===== config.mk =====
export PLATFORM = sky130hd
export DESIGN_NAME = nibble_event_irq
export DESIGN_NICKNAME = d
export VERILOG_FILES = /design/src/rtl/nev_pkg.sv /design/src/rtl/nev_sync.sv /design/src/rtl/nev_edge.sv /design/src/rtl/nev_status.sv /design/src/rtl/nibble_event_irq.sv
export SDC_FILE = /design/constraint.sdc
export NUM_CORES = 1
export LEC_CHECK = 0
export BUFFER_PORTS_ARGS = -buffer_cell sky130_fd_sc_hd__buf_2
export CORE_MARGIN = 5
export CORE_UTILIZATION = 55
export DETAILED_ROUTE_END_ITERATION = 7
export GPL_ROUTABILITY_DRIVEN = 0
export HOLD_SLACK_MARGIN = 0.06
export PLACE_DENSITY_LB_ADDON = 0.08
export SLEW_MARGIN = 20
export SYNTH_ARGS = -nofsm -noshare
export SYNTH_HDL_FRONTEND = slang
export SYNTH_HIERARCHICAL = 1
export SYNTH_SLANG_ARGS = --single-unit

===== constraint.sdc =====
create_clock -name clk -period 2.69 [get_ports clk]
set_clock_uncertainty 0.1 [all_clocks]
set_input_delay 0 -clock clk [delete_from_list [all_inputs] [get_ports clk]]
set_output_delay 0 -clock clk [all_outputs]
set_load 0.005 [all_outputs]

===== src/rtl/nev_pkg.sv =====
package nev_pkg;

   typedef enum logic {
      EDGE_FALL = 1'b0,
      EDGE_RISE = 1'b1
   } edge_sel_e;

   function automatic int unsigned group_of(input int unsigned line, input int unsigned gw);
      return line / gw;
   endfunction

endpackage


===== src/rtl/nev_sync.sv =====
module nev_sync #(
   parameter int unsigned WIDTH  = 32,
   parameter int unsigned STAGES = 2
) (
   input  logic             clk,
   input  logic             rst_n,
   input  logic [WIDTH-1:0] async_in,
   output logic [WIDTH-1:0] sync_out
);

   generate
      if (STAGES == 0) begin : g_bypass
         assign sync_out = async_in;
      end else begin : g_chain
         logic [WIDTH-1:0] stage_q [STAGES];

         always_ff @(posedge clk) begin
            if (!rst_n) begin
               for (int s = 0; s < int'(STAGES); s++) stage_q[s] <= '0;
            end else begin
               stage_q[0] <= async_in;
               for (int s = 1; s < int'(STAGES); s++) stage_q[s] <= stage_q[s-1];
            end
         end

         assign sync_out = stage_q[STAGES-1];
      end
   endgenerate

endmodule


===== src/rtl/nev_edge.sv =====
module nev_edge
   import nev_pkg::*;
#(
   parameter int unsigned WIDTH   = 32,
   parameter int unsigned GROUP_W = 4,
   localparam int unsigned GROUPS = WIDTH / GROUP_W
) (
   input  logic              clk,
   input  logic              rst_n,
   input  logic [WIDTH-1:0]  lvl,
   input  logic [GROUPS-1:0] grp_pol,
   output logic [WIDTH-1:0]  ev
);

   logic [WIDTH-1:0] prev_q;

   always_ff @(posedge clk) begin
      if (!rst_n) prev_q <= '0;
      else        prev_q <= lvl;
   end

   generate
      for (genvar i = 0; i < int'(WIDTH); i++) begin : g_line
         localparam int unsigned GRP = group_of(i, GROUP_W);
         edge_sel_e sel;
         assign sel   = edge_sel_e'(grp_pol[GRP]);
         assign ev[i] = (sel == EDGE_RISE) ? (lvl[i] & ~prev_q[i])
                                           : (~lvl[i] & prev_q[i]);
      end
   endgenerate


   edge_change_chk: assert property (@(posedge clk) disable iff (!rst_n)
      1'b1 |=> (($past(ev) & ~(prev_q ^ $past(prev_q))) == '0));

endmodule


===== src/rtl/nev_status.sv =====
module nev_status #(
   parameter int unsigned WIDTH = 32
) (
   input  logic             clk,
   input  logic             rst_n,
   input  logic             arm,
   input  logic [WIDTH-1:0] ev,
   input  logic             clr_we,
   input  logic [WIDTH-1:0] clr_mask,
   input  logic [WIDTH-1:0] line_ena,
   input  logic             gie,
   output logic [WIDTH-1:0] status,
   output logic             irq
);

   logic [WIDTH-1:0] st_q;
   logic [WIDTH-1:0] keep_mask;
   logic [WIDTH-1:0] set_mask;

   assign keep_mask = clr_we ? ~clr_mask : '1;
   assign set_mask  = arm ? ev : '0;

   always_ff @(posedge clk) begin
      if (!rst_n) st_q <= '0;
      else        st_q <= (st_q & keep_mask) | set_mask;
   end

   assign status = st_q;
   assign irq    = arm & gie & (|(st_q & line_ena));


   sticky_hold_chk: assert property (@(posedge clk) disable iff (!rst_n)
      !clr_we |=> (($past(st_q) & ~st_q) == '0));


   armed_set_chk: assert property (@(posedge clk) disable iff (!rst_n)
      ((st_q & ~$past(st_q)) != '0) |-> $past(arm));


   collide_keep_chk: assert property (@(posedge clk) disable iff (!rst_n)
      (clr_we && arm && ((ev & clr_mask) != '0))
      |=> ((st_q & $past(ev & clr_mask)) == $past(ev & clr_mask)));

endmodule


===== src/rtl/nibble_event_irq.sv =====
module nibble_event_irq #(
   parameter int unsigned PORTS       = 4,
   parameter int unsigned PORT_W      = 8,
   parameter int unsigned GROUP_W     = 4,
   parameter int unsigned SYNC_STAGES = 2,
   localparam int unsigned LINES      = PORTS * PORT_W,
   localparam int unsigned GROUPS     = LINES / GROUP_W
) (
   input  logic              clk,
   input  logic              rst_n,
   input  logic              ext_mode,
   input  logic [LINES-1:0]  line_in,
   input  logic              pol_we,
   input  logic [GROUPS-1:0] pol_wdata,
   input  logic              ena_we,
   input  logic [LINES-1:0]  ena_wdata,
   input  logic              gie_we,
   input  logic              gie_wdata,
   input  logic              clr_we,
   input  logic [LINES-1:0]  clr_wdata,
   output logic [LINES-1:0]  status_o,
   output logic [GROUPS-1:0] pol_o,
   output logic [LINES-1:0]  ena_o,
   output logic              gie_o,
   output logic              irq_o
);

   generate
      if (GROUP_W == 0 || (PORT_W % GROUP_W) != 0) begin : g_bad_group
         $error("GROUP_W must be nonzero and divide PORT_W");
      end
      if (PORTS == 0) begin : g_bad_ports
         $error("PORTS must be at least 1");
      end
   endgenerate

   logic [GROUPS-1:0] pol_q;
   logic [LINES-1:0]  ena_q;
   logic              gie_q;
   logic [LINES-1:0]  lvl;
   logic [LINES-1:0]  ev;

   always_ff @(posedge clk) begin
      if (!rst_n) begin
         pol_q <= '1;
         ena_q <= '0;
         gie_q <= 1'b0;
      end else begin
         if (pol_we) pol_q <= pol_wdata;
         if (ena_we) ena_q <= ena_wdata;
         if (gie_we) gie_q <= gie_wdata;
      end
   end

   nev_sync #(.WIDTH(LINES), .STAGES(SYNC_STAGES)) u_sync (
      .clk      (clk),
      .rst_n    (rst_n),
      .async_in (line_in),
      .sync_out (lvl)
   );

   nev_edge #(.WIDTH(LINES), .GROUP_W(GROUP_W)) u_edge (
      .clk     (clk),
      .rst_n   (rst_n),
      .lvl     (lvl),
      .grp_pol (pol_q),
      .ev      (ev)
   );

   nev_status #(.WIDTH(LINES)) u_status (
      .clk      (clk),
      .rst_n    (rst_n),
      .arm      (ext_mode),
      .ev       (ev),
      .clr_we   (clr_we),
      .clr_mask (clr_wdata),
      .line_ena (ena_q),
      .gie      (gie_q),
      .status   (status_o),
      .irq      (irq_o)
   );

   assign pol_o = pol_q;
   assign ena_o = ena_q;
   assign gie_o = gie_q;


   irq_gate_chk: assert property (@(posedge clk) disable iff (!rst_n)
      irq_o |-> (ext_mode && gie_q && ((status_o & ena_q) != '0)));


   cfg_load_chk: assert property (@(posedge clk) disable iff (!rst_n)
      pol_we |=> (pol_o == $past(pol_wdata)));

endmodule


==> reports/results.tsv, run 1 <==
stage	metric	value	unit
sta	setup violators final	0	
global_route	gr usage total	0.244	
worst_setup_path	critical-path cell list	mux2i_1, dlygate4sd3_1, nand2_1, dlygate4sd3_1	
cts	Post-CTS Setup Inserts	0	
routing	DR pass1 iterations	5	
sta	fin crit share	0.750	
routing	vias per inst	5.09	
cts	CTS root buf	clkbuf_16	
power_and_ir_drop	power density over the cells	613	nW/um^2
worst_setup_path	worst reg2reg setup slack	0.67	ns
global_route	first-pass GRT wire length	27200	um
routing	via count	5290	
worst_hold_path	HP Class	in2reg	
routing	final WL	17100	um
sta	Final Hold Fails	0	
power_and_ir_drop	VDD IR max	0.000421	V
routing	drt drc	0	
cts	cts hold-fix bufs	118	
global_route	pin count of the biggest net entering global routing	92	
worst_setup_path	critical path arrival	2.22	ns
worst_setup_path	largest stage delay on the critical path	0.60	ns
sta	unrepaired setup endpoints after global routing	no	
global_route	gr busiest metal	met2	
floorplanning	Die X	119	um
worst_setup_path	Crit Path Category	reg2reg	
routing	WL/cell	16.4	um
synthesis	Unique masters post-synth	21	
floorplanning	Die Y	119	um
place	DP HPWL	11500	um
place	DP Cell Count	890	
cts	H-tree depth	4	
floorplanning	total core area	11500	sq um
synthesis	net count after synthesis	732	
synthesis	synthesized cell area	6500	sq um
floorplanning	Starting Density	0.565	
worst_setup_path	Worst Setup Start Kind	flip-flop	
layout	FF+latch area	3380	sq um
cts	CTS tree	done	
sta	slew at the pin closest to its max-slew limit	0.960	ns
layout	Area growth syn-to-layout	37.4	%
cts	TritonCTS Buffers	17	
status	outcome	completed	
worst_setup_path	Critical Path RT	2.89	ns
place	Port Buf Inserts	185	
cts	Resized Gates After CTS	0	
routing	antenna viol nets, final	0	
worst_setup_path	CP top delay family	buffers and inverters	
layout	Multi-input gate area	2690	sq um
sta	Max Clk Rate	0.496	GHz
layout	fill cell count	775	
cts	clock slew at reported path FFs	0.06	ns
layout	layout cells sized above 1	0.352	
worst_setup_path	CP Buf/Inv Count	2	
layout	fin nets	996	
synthesis	yosys warns	6	
run	Max-Cap Viols	0	
synthesis	Synth top area share	0.520	
floorplanning	Core Rows	39	
sta	Tmin final	2.02	ns
power_and_ir_drop	Static Leak	3.94	nW
layout	ant diodes	0	
synthesis	flops & latches, synth	169	
sta	max-slew violations	0	
synthesis	synth top area cells	dfxtp_1 52%, and2_2 11%, mux2i_1 6.3%	
synthesis	area leader, netlist	dfxtp_1	
cts	Sink Count	169	
worst_setup_path	CP most frequent cell	dlygate4sd3_1	
sta	TNS Setup	0	ns
sta	slew margin rel.	0.360	
worst_setup_path	Max stage delay cell, worst path	dlygate4sd3_1	
worst_setup_path	worst-path maximum fanout	10	
worst_setup_path	Crit. End Element	flip-flop	
global_route	antenna violations before repair	0	
routing	DR iter-0 viols	445	
global_route	met3 GRT Util	0.0898	
synthesis	synthesized instance count	620	
global_route	vias in the first global route	5063	
cts	Clock Tree Buf Depth	2	
cts	Clock Latency Late Sink	0.41	ns
global_route	routing usage on met2	0.380	
global_route	GRT overflow	0	
floorplanning	DIE AREA	14100	sq um
layout	Non-Filler Instances	1040	
synthesis	Syn Area/Cell	10.5	sq um
floorplanning	I/O pins	186	
synthesis	sequential share of the synthesized area	0.520	
global_route	GR Layer Usage met1	0.314	
[tightest hold or removal path, cell delays in order]
cell and delay [ns]:
buf_2 0.30, nand2_1 0.14, a22oi_1 0.05, nor2b_1 0.10
[stage by stage]
stage / util / hold slack [ns] / cell area [sq um] / setup slack [ns] / total power [W]
6_report: 0.776 / 0.113 / 8930 / 0.674 / 0.00547
5_1_grt: 0.776 / 0.132 / 8930 / 0.569 / 0.00569
4_1_cts: 0.776 / 0.102 / 8930 / 0.732 / 0.00550
3_5_place_dp: 0.626 / 0.121 / 7200 / 1.18 / 0.00316
3_3_place_gp: 0.626 / 0.113 / 7200 / 1.21 / 0.00315
2_1_floorplan: - / 0.0282 / 6500 / 1.43 / 0.00299
[synthesized netlist by cell type]
library cell / number
nand2b_1: 32
buf_2: 2
a22oi_1: 40
o21ai_0: 21
mux2i_1: 41
o311a_1: 1
buf_12: 3
nand4_1: 3
nand2_1: 50
o21ai_2: 1
nand3b_1: 22
and2_2: 96
nor2b_1: 65
dfxtp_1: 169
clkbuf_2: 9
a22o_1: 4
buf_6: 2
clkbuf_1: 13
o22ai_1: 10
a221oi_2: 4
buf_4: 32
[power by group]
group	leakage, nW	switching, W	internal (W)
clock	0.260	0.000910	0.00130
combinational	2.29	0.000223	0.000342
sequential	1.39	0.0000807	0.00261
total	3.94	0.00121	0.00426
[registers in the layout (all words and copies together), names as in the netlist]
signal,cells
u_sync/g_chain.stage_q,64
ena_o,32
u_edge/prev_q,32
u_status/status,32
pol_o,8
gie_o,1
[path summary, 6_finish.rpt]
| kind | cells past startpoint | start | to |
|---|---|---|---|
| worst max-delay path | 4 | pol_o[1]$_SDFFE_PN1P_ | pol_o[1]$_SDFFE_PN1P_ |
| worst min-delay path | 4 | clr_we | u_status/status[9]$_SDFF_PN0_ |
| worst max register to register | 4 | pol_o[1]$_SDFFE_PN1P_ | pol_o[1]$_SDFFE_PN1P_ |
| worst min register to register | 1 | u_sync/g_chain.stage_q[0][30]$_SDFF_PN0_ | u_sync/g_chain.stage_q[0][62]$_SDFF_PN0_ |
[cells in the final DEF, fill, tap and decap left out, drive strengths merged, types with 2 or more instances in the layout]
cell type,netlist,routed
nand4,3,3
clkbuf,22,27
o21ai,22,22
nand2,50,50
a22oi,40,40
dlygate4sd3,0,118
o22ai,10,10
clkinvlp,0,3
nand2b,32,32
a221oi,4,4
clkinv,0,2
and2,96,96
buf,39,188
nor2b,65,65
a22o,4,4
nand3b,22,22
mux2i,41,41
dfxtp,169,169
[layer usage]
layer  up-vias  routed length, um
met5         -                  0
met4         0                312
met3        23               1510
met2       241               8030
met1      2458               7240
li1       2568                  -
[cells by family (layout without fill, tap and decap cells)]
kind of cell	Yosys count	count (layout)	synth area share
simple gates	268	268	0.261
flops	169	169	0.520
compound gates	81	81	0.0895
buf+inv	61	338	0.0656
mux	41	41	0.0631
[area by class of cell]
cell class                      instances  area share
Clock buffer                           27      0.0574
Clock inverter                          5     0.00406
Multi-Input combinational cell        390       0.301
Sequential cell                       169       0.379
Tap cell                              143      0.0200
Timing Repair Buffer                  306       0.239
No activity file was read; power rests on OpenSTA's default activity.
==> inputs of run 2 (changes only) <==
- CORE_UTILIZATION: 55 -> 47
- clock period: 2.69 -> 1.7 ns (I/O delays scaled with it)
==> run 2 against run 1 <==
Against the previous run:
- the run now ends with negative setup slack left
- final area grew 3.1%
- via count shrank 1.4%
- wire length grew 2.2%
- sequential power grew 58%
- critical path type is now reg2out
- critical endpoint is now irq_o
==> reports/results.tsv, run 2 (synthesis results as in run 1) <==
stage	metric	value	unit
status	outcome	finished with violations	
status	violated checks	negative setup slack	
worst_setup_path	Worst Setup Start Kind	flip-flop	
worst_hold_path	HP Class	in2reg	
power_and_ir_drop	VDD IR max	0.000698	V
global_route	first-pass GRT wire length	27200	um
place	Port Buf Inserts	185	
worst_hold_path	Worst Hold Launch	clr_we	
worst_setup_path	R2R depth	3	
sta	fin crit share	1.12	
sta	Final Hold Fails	0	
floorplanning	Die Y	128	um
sta	Tmin final	1.90	ns
layout	Non-Filler Instances	1095	
layout	fin nets	1015	
layout	Area growth syn-to-layout	41.7	%
sta	setup ws final	-0.203	ns
global_route	antenna violations before repair	0	
layout	design area	9210	sq um
global_route	GRT overflow	0	
run	Max-Cap Viols	0	
global_route	vias in the first global route	5133	
worst_setup_path	worst reg2reg setup slack	0.23	ns
cts	Sink Count	169	
worst_setup_path	Critical Path RT	1.60	ns
sta	Max Clk Rate	0.525	GHz
place	Placement Cell Area	7280	sq um
layout	ant diodes	0	
sta	max-slew violations	0	
sta	TNS Setup	-0.203	ns
worst_setup_path	Crit Path Category	reg2out	
sta	slew at the pin closest to its max-slew limit	0.675	ns
routing	antenna viol nets, final	0	
routing	via count	5216	
floorplanning	Die X	128	um
sta	slew margin rel.	0.550	
worst_setup_path	worst-path maximum fanout	3	
floorplanning	Core Rows	43	
routing	drt drc	0	
cts	CTS tree	done	
layout	most frequent cells in the layout	184 x buf_2, 167 x dfxtp_1, 135 x dlygate4sd3_1	
worst_setup_path	Crit. End Element	output port	
floorplanning	total core area	13700	sq um
routing	final WL	17500	um
cts	clock slew at reported path FFs	0.06	ns
cts	Clock Tree Buf Depth	2	
worst_setup_path	critical path arrival	1.80	ns
worst_setup_path	r2r endpoint	pol_o[2]$_SDFFE_PN1P_	
cts	H-tree depth	4	
cts	Clock Latency Late Sink	0.42	ns
global_route	gr usage total	0.216	
routing	top sig layer	met4	
layout	most common cell after layout, fill and taps aside	buf_2	
routing	Routed met3 length	1400	um
floorplanning	DIE AREA	16300	sq um
layout	layout cells sized above 1	0.350	
routing	met2 wire length	7980	um
global_route	pin count of the biggest net entering global routing	72	
cts	TritonCTS Buffers	17	
floorplanning	Starting Density	0.474	
power_and_ir_drop	Static Leak	4.06	nW
place	DP HPWL	11900	um
worst_setup_path	r2r startpoint	pol_o[2]$_SDFFE_PN1P_	
floorplanning	I/O pins	186	
routing	DR iter-0 viols	361	
worst_hold_path	Hold Path Cell Cnt	4	
power_and_ir_drop	power density over the cells	969	nW/um^2
routing	WL/cell	15.9	um
routing	Met1 Routed Length	7740	um
sta	unrepaired setup endpoints after global routing	yes	
layout	Largest register FFs	64	
cts	CTS root buf	clkbuf_16	
routing	DR pass1 iterations	5	
layout	largest reg by FF count	u_sync/g_chain.stage_q	
worst_hold_path	Hold EP	u_status/status[27]$_SDFF_PN0_	
sta	setup violators final	1	
routing	vias per inst	4.76	
place	DP Cell Count	928	
[run 2: cell count changes in the layout (fill, tap and decap cells not counted), moves of 3 or more]
cell	previous run	this run
bufinv_16	0	3
clkbuf_8	5	0
clkinv_2	1	6
dlygate4sd3_1	118	135
[run 2: where the power goes]
group          total (W)  switching [W]  internal [W]
Combinational   0.000940       0.000358      0.000582
Clock            0.00372        0.00144       0.00228
Sequential       0.00426       0.000129       0.00414
Total            0.00893        0.00193       0.00700
[run 2: through the flow]
| stage | util | total power [W] | hold slack [ns] | setup slack (ns) |
|---|---|---|---|---|
| CTS | 0.671 | 0.00901 | 0.0867 | -0.218 |
| finish | 0.672 | 0.00893 | 0.124 | -0.203 |
| global route | 0.672 | 0.00931 | 0.123 | -0.254 |
| global placement | 0.531 | 0.00500 | 0.114 | 0.196 |
| detailed placement | 0.531 | 0.00502 | 0.121 | 0.155 |
| floorplan | - | 0.00473 | 0.0282 | 0.437 |
[run 2: metal layers]
metal | track usage | vias up
met5 | 0 | -
met4 | 0.0730 | 0
met3 | 0.0640 | 22
met2 | 0.338 | 192
met1 | 0.286 | 2394
li1 | - | 2608
[run 2: worst max path at each step]
| stage | cells past startpoint | slack, ns | from | end |
|---|---|---|---|---|
| 3_3_place_gp | 5 | 0.20 | ena_o[16]$_SDFFE_PN0P_ | irq_o |
| 5_1_grt | 5 | -0.25 | ena_o[16]$_SDFFE_PN0P_ | irq_o |
| 3_5_place_dp | 5 | 0.16 | ena_o[6]$_SDFFE_PN0P_ | irq_o |
| 4_1_cts | 5 | -0.22 | u_status/status[6]$_SDFF_PN0_ | irq_o |
| 2_1_floorplan | 4 | 0.44 | ena_o[13]$_SDFFE_PN0P_ | irq_o |
| 6_report | 5 | -0.20 | ena_o[16]$_SDFFE_PN0P_ | irq_o |
[run 2: worst max-delay path: stages, from the launching register on]
cell and delay (ns):
dfxtp_2 0.33, a22o_1 0.23, a221oi_2 0.26, nand4_1 0.14
o311a_1 0.30, buf_2 0.13
[run 2: timing repair]
item	CTS	global route
endpoints found under the hold margin	132	0
hold buffers	135	0
pin swaps	3	1
buffers inserted	1	0
gates resized for setup	1	1
cloned	0	0
endpoints found under the setup margin	1	1
[run 2: cell type report]
class	instances	area [sq um]
Clock buffer	21	440
Sequential cell	169	3390
Timing Repair Buffer	325	2340
Multi-Input combinational cell	390	2690
Fill cell	1060	4510
Tap cell	180	225
Clock inverter	10	128
